`src/rtl/tsum_mod3_pkg.sv`:
```
package tsum_mod3_pkg;
  // Strobes from control to datapath, one-hot or all zero per cycle
  typedef struct packed {
    logic restart;   // return to residue zero, drop the error flag
    logic advance;   // fold the legal digit into the residue
    logic flagErr;   // reserved code seen
  } ctrlStrobe_t;
endpackage

```
`src/rtl/tsum_mod3_ctrl.sv`:
```
module tsum_mod3_ctrl
  import tsum_mod3_pkg::*;
#(
  parameter int DIGIT_W = 2,
  parameter int MODULUS = 3
) (
  input  logic               rst,
  input  logic               clear,
  input  logic               digitValid,
  input  logic [DIGIT_W-1:0] digit,
  output ctrlStrobe_t        strobe
);
  localparam logic [31:0] MOD_U = MODULUS;

  logic digitLegal;
  assign digitLegal = (32'(digit) < MOD_U);

  always_comb begin
    strobe = '0;
    if (rst || clear) begin
      strobe.restart = 1'b1;
    end else if (digitValid) begin
      if (digitLegal) strobe.advance = 1'b1;
      else            strobe.flagErr = 1'b1;
    end
  end
endmodule

```
`src/rtl/tsum_mod3_dp.sv`:
```
module tsum_mod3_dp
  import tsum_mod3_pkg::*;
#(
  parameter int DIGIT_W = 2,
  parameter int MODULUS = 3
) (
  input  logic               clk,
  input  ctrlStrobe_t        strobe,
  input  logic [DIGIT_W-1:0] digit,
  output logic               accept,
  output logic               digitErr
);
  localparam int RES_W = (MODULUS > 2) ? $clog2(MODULUS) : 1;
  localparam int SUM_W = ((RES_W > DIGIT_W) ? RES_W : DIGIT_W) + 1;
  localparam logic [SUM_W-1:0] MOD_S = SUM_W'(MODULUS);

  logic [RES_W-1:0] residue;
  logic [RES_W-1:0] nextRes;
  logic [SUM_W-1:0] sumWide;

  // Digit is below the modulus when advance is set, so one subtraction wraps
  always_comb begin
    sumWide = SUM_W'(residue) + SUM_W'(digit);
    if (sumWide >= MOD_S) nextRes = RES_W'(sumWide - MOD_S);
    else                  nextRes = RES_W'(sumWide);
  end

  always_ff @(posedge clk) begin
    if (strobe.restart) begin
      residue  <= '0;
      accept   <= 1'b1;
      digitErr <= 1'b0;
    end else begin
      if (strobe.advance) begin
        residue <= nextRes;
        accept  <= (nextRes == '0);
      end
      if (strobe.flagErr) digitErr <= 1'b1;
    end
  end
endmodule

```
`src/rtl/tsum_mod3_rec.sv`:
```
module tsum_mod3_rec
  import tsum_mod3_pkg::*;
#(
  parameter int DIGIT_W = 2,
  parameter int MODULUS = 3
) (
  input  logic               clk,
  input  logic               rst,
  input  logic               clear,
  input  logic               digitValid,
  input  logic [DIGIT_W-1:0] digit,
  output logic               accept,
  output logic               digitErr
);
  ctrlStrobe_t strobe;

  tsum_mod3_ctrl #(.DIGIT_W(DIGIT_W), .MODULUS(MODULUS)) u_ctrl (
    .rst        (rst),
    .clear      (clear),
    .digitValid (digitValid),
    .digit      (digit),
    .strobe     (strobe)
  );

  tsum_mod3_dp #(.DIGIT_W(DIGIT_W), .MODULUS(MODULUS)) u_dp (
    .clk      (clk),
    .strobe   (strobe),
    .digit    (digit),
    .accept   (accept),
    .digitErr (digitErr)
  );
endmodule

```
`config.mk`:
```
export PLATFORM = sky130hd
export DESIGN_NAME = tsum_mod3_rec
export DESIGN_NICKNAME = d
export VERILOG_FILES = /design/src/rtl/tsum_mod3_pkg.sv /design/src/rtl/tsum_mod3_ctrl.sv /design/src/rtl/tsum_mod3_dp.sv /design/src/rtl/tsum_mod3_rec.sv
export SDC_FILE = /design/constraint.sdc
export NUM_CORES = 1
export LEC_CHECK = 0
export BUFFER_PORTS_ARGS = -buffer_cell sky130_fd_sc_hd__buf_4
export CAP_MARGIN = 20
export CORE_AREA = 10 10 47 49
export CTS_BUF_LIST = sky130_fd_sc_hd__clkbuf_16
export DETAILED_ROUTE_END_ITERATION = 16
export DIE_AREA = 0 0 57 59
export GPL_TIMING_DRIVEN = 0
export HOLD_SLACK_MARGIN = 0.1
export MAX_ROUTING_LAYER = met4
export SLEW_MARGIN = 20
export SYNTH_ARGS = -nofsm -noshare
export SYNTH_HDL_FRONTEND = slang
export SYNTH_SLANG_ARGS = --single-unit
```
`constraint.sdc`:
```
create_clock -name clk -period 2.3 [get_ports clk]
set_clock_uncertainty 0.05 [all_clocks]
set_input_delay 0.46 -clock clk [delete_from_list [all_inputs] [get_ports clk]]
set_output_delay 0.46 -clock clk [all_outputs]
set_load 0.05 [all_outputs]
```
==> metrics.csv <==
stage;metric;value;unit
sta;slew at the pin with the worst max-slew slack;0.2033;ns
sta;final worst path period need;2.078;ns
routing;detailed-routed wire length on met2;264;µm
clocking;CTS-repair resized insts;0;
worst_setup_path;Critical-path top delay cell;sky130_fd_sc_hd__fa_1;
routing;number of design-rule violations left by the first detailed-router iteration;3;
synth;area fraction in compound gates after synthesis;27.43;%
cells_and_area;final design area excluding fillers;430.4;µm²
grt;maximum number of pins on one net before global-route repair;7;
grt;number of antenna violations at the first check in global routing;0;
placement;worst setup slack before clock tree synthesis;-0.003462;ns
worst_setup_path;data arrival at the endpoint of the critical path;2.13;ns
synth;Post-Synthesis Mean Instance Area;9.426;µm²
placement;input/output buffers;7;
die;Rows;14;
power_and_ir_drop;total power divided by cell area;937.1;nW/µm²
grt;total routing resource utilization after global routing;4.811;%
die;Die Wd;57;µm
clocking;clock latency reported for the late side of the worst-skew pair;0.23;ns
synth;count of mapped cells out of synthesis;30;
clocking;number of H-tree levels;1;
worst_setup_path;R2R Setup Slk;0.28;ns
placement;gp weighted congestion;0.6475;
worst_setup_path;critical path launch point type;input pin;
worst_setup_path;type of the worst setup path;in -> reg;
routing;amount of wire on met3 after detailed routing;67;µm
sta;Hold Fails Final Rpt;0;
power_and_ir_drop;IR drop worst, VDD;0.0004813;V
grt;first-pass GRT wire length;1.069;mm
clocking;clock transition at the register clock pins on the worst setup and hold paths after CTS;0.03;ns
cells_and_area;synthesis-to-finish area growth;52.21;%
synth;sequential share of the synthesized area;28.32;%
die;core footprint;1401;µm²
synth;number of flops mapped to enable cells by yosys;0;
routing;Via-to-Cell Ratio;4.554;
sta;Fmax achieved;0.4812;GHz
clocking;clock buffer depth;2;
die;Initial Util;20.18;%
outcome;outcome;finished clean;
worst_setup_path;delay contributed by the slowest stage of the critical path;0.46;ns
clocking;CTS Sinks;4;
routing;final routed wire length divided by cell count;11.52;µm
routing;remaining number of nets flagged by the antenna check after routing;0;
worst_setup_path;critical path required time;2.35;ns
die;Die Outline Area;3363;µm²
synth;register bit count reported by yosys;4;
routing;DRC violation count after routing;0;
synth;area of the mapped netlist;282.8;µm²
synth;proportion of synthesized area in mux cells;0;%
run;number of maximum-capacitance violations;0;
power_and_ir_drop;Design Power;0.4033;mW
synth;post-synthesis net count;39;
worst_hold_path;min-delay worst type;in -> reg;
cells_and_area;Layout Utilization;30.71;%
clocking;hold buffer count at CTS;0;
cells_and_area;antenna diode instance count;0;
placement;cell area reported after detailed placement;355.3;µm²
synth;most common flop cell mapped by yosys;sky130_fd_sc_hd__dfxtp_1;
grt;global route total overflow;0;
clocking;Num CTS Buffers;3;
synth;synthesized-area fraction occupied by adder cells;15.93;%
routing;vias post-DR;255;
power_and_ir_drop;leakage power;0.1874;nW
die;die height;59;µm
worst_setup_path;crit end category;register;
sta;max-slew violation count;0;
sta;ratio of final minimum period to clock period;90.35;%
grt;vias in the first global route;228;
worst_setup_path;critical path cell sequence;buf_4 -> ha_1 -> inv_1 -> fa_1 -> inv_1 -> ha_1 -> and4bb_1 -> a211oi_2 -> o21ai_1;
sta;RSZ-0062 raised after global routing;false;
routing;WL final;645;µm
routing;wire length on met1;282;µm
clocking;setup fix buffers added after clock tree synthesis;0;
placement;Post-DP HPWL;485;µm
worst_setup_path;crit path max fanout;5;
synth;Synth warnings;0;
clocking;TritonCTS clock tree;done;
routing;highest metal layer with signal wires;met4;
sta;# setup viols final;0;
synth;xor/xnor share of the synthesized area;0;%
synth;count of distinct cell types in the synthesized netlist;20;
sta;max-slew headroom at the worst pin;86.37;%
sta;minimum setup slack in the final design;0.2219;ns
synth;share of synthesized flip-flops with an asynchronous set or reset;0;%
synth;dominant combinational cell family by area after synthesis;compound AO/OA/AOI/OAI gates;
cells_and_area;Final Net Count;51;
cells_and_area;Filler Cell Count;153;
synth;fraction of the mapped netlist area in simple logic gates;23.01;%
die;I/O pin total;8;
sta;tightest hold margin;0.3498;ns
routing;first-pass iteration count of the detailed router;4;
cells_and_area;proportion of layout cells with a drive suffix above 1;32.50;%
clocking;Clock Tree Root;sky130_fd_sc_hd__clkbuf_16;
worst max-delay path: cells and delay by family:
kind	cells	cell delay (ns)
buffers and inverters	3	0.27
AO/OA/AOI/OAI	2	0.28
AND/OR/NAND/NOR	1	0.24
adder cells (fa/ha/maj)	3	0.86
final timing paths:
kind	cells past startpoint	start	endpoint
hold reg to reg	2	u_dp.residue[1]	u_dp.residue[1]
hold / removal	2	rst	u_dp.digitErr
setup reg to reg	8	u_dp.residue[0]	u_dp.accept
setup / recovery	9	digit[0]	u_dp.accept
power by group:
part / switching (mW) / internal (mW) / leakage [nW]
Combinational: 0.0306 / 0.0282 / 0.118
Clock: 0.0482 / 0.222 / 0.0370
Sequential: 0.00142 / 0.0729 / 0.0326
cell usage after synthesis, drive strengths merged (2+ instances only):
library cell	number	area [µm²]
dfxtp	4	80.08
ha	2	25.02
a21boi	2	18.77
nor2	2	7.510
o211ai	2	15.01
inv	4	15.01
nor2b	2	12.51
final cells by class:
class	instances	area, µm²	area share (%)
clock buffers	3	75.07	17.44
flip-flops and latches	4	80.08	18.60
well taps	16	20.02	4.651
repair buffers	7	52.55	12.21
multi-input cells	22	187.7	43.60
inverters	4	15.01	3.488
kinds of logic (layout without fill, tap and decap cells):
kind of cell / count (synthesis) / count (layout)
buffers and inverters: 4 / 14
AND/OR/NAND/NOR: 10 / 10
flip-flops: 4 / 4
adder cells (fa/ha/maj): 3 / 3
AO/OA/AOI/OAI: 9 / 9
stage by stage:
step,std cells,setup TNS (ns)
after floorplan,30,0
after CTS,56,0
after detailed placement,53,-0.003462
final,56,0
after global routing,56,0
after global placement,53,0
cells in the final DEF, fill, tap and decap left out, drive strengths merged:
| cell | count |
|---|---|
| nand2 | 1 |
| clkbuf | 3 |
| a21boi | 2 |
| nor3b | 1 |
| fa | 1 |
| inv | 4 |
| dfxtp | 4 |
| a211oi | 1 |
| nor3 | 1 |
| nand4b | 1 |
| a21bo | 1 |
| and4bb | 1 |
| o211a | 1 |
| o211ai | 2 |
| buf | 7 |
| nor2 | 2 |
| nor2b | 2 |
| nand3b | 1 |
| ha | 2 |
| a31oi | 1 |
| o21ai | 1 |
per-layer routing:
| metal | global-route usage [%] | up-vias |
|---|---|---|
| li1 | - | 129 |
| met1 | 4.426 | 116 |
| met2 | 5.116 | 6 |
| met3 | 4.936 | 4 |
| met4 | 5.034 | 0 |
| met5 | - | - |
sequential cells by signal (all words and copies together), names as in the netlist:
signal,count
u_dp.residue,2
u_dp.accept,1
u_dp.digitErr,1
Note: power is estimated with default switching activity, not from simulation.
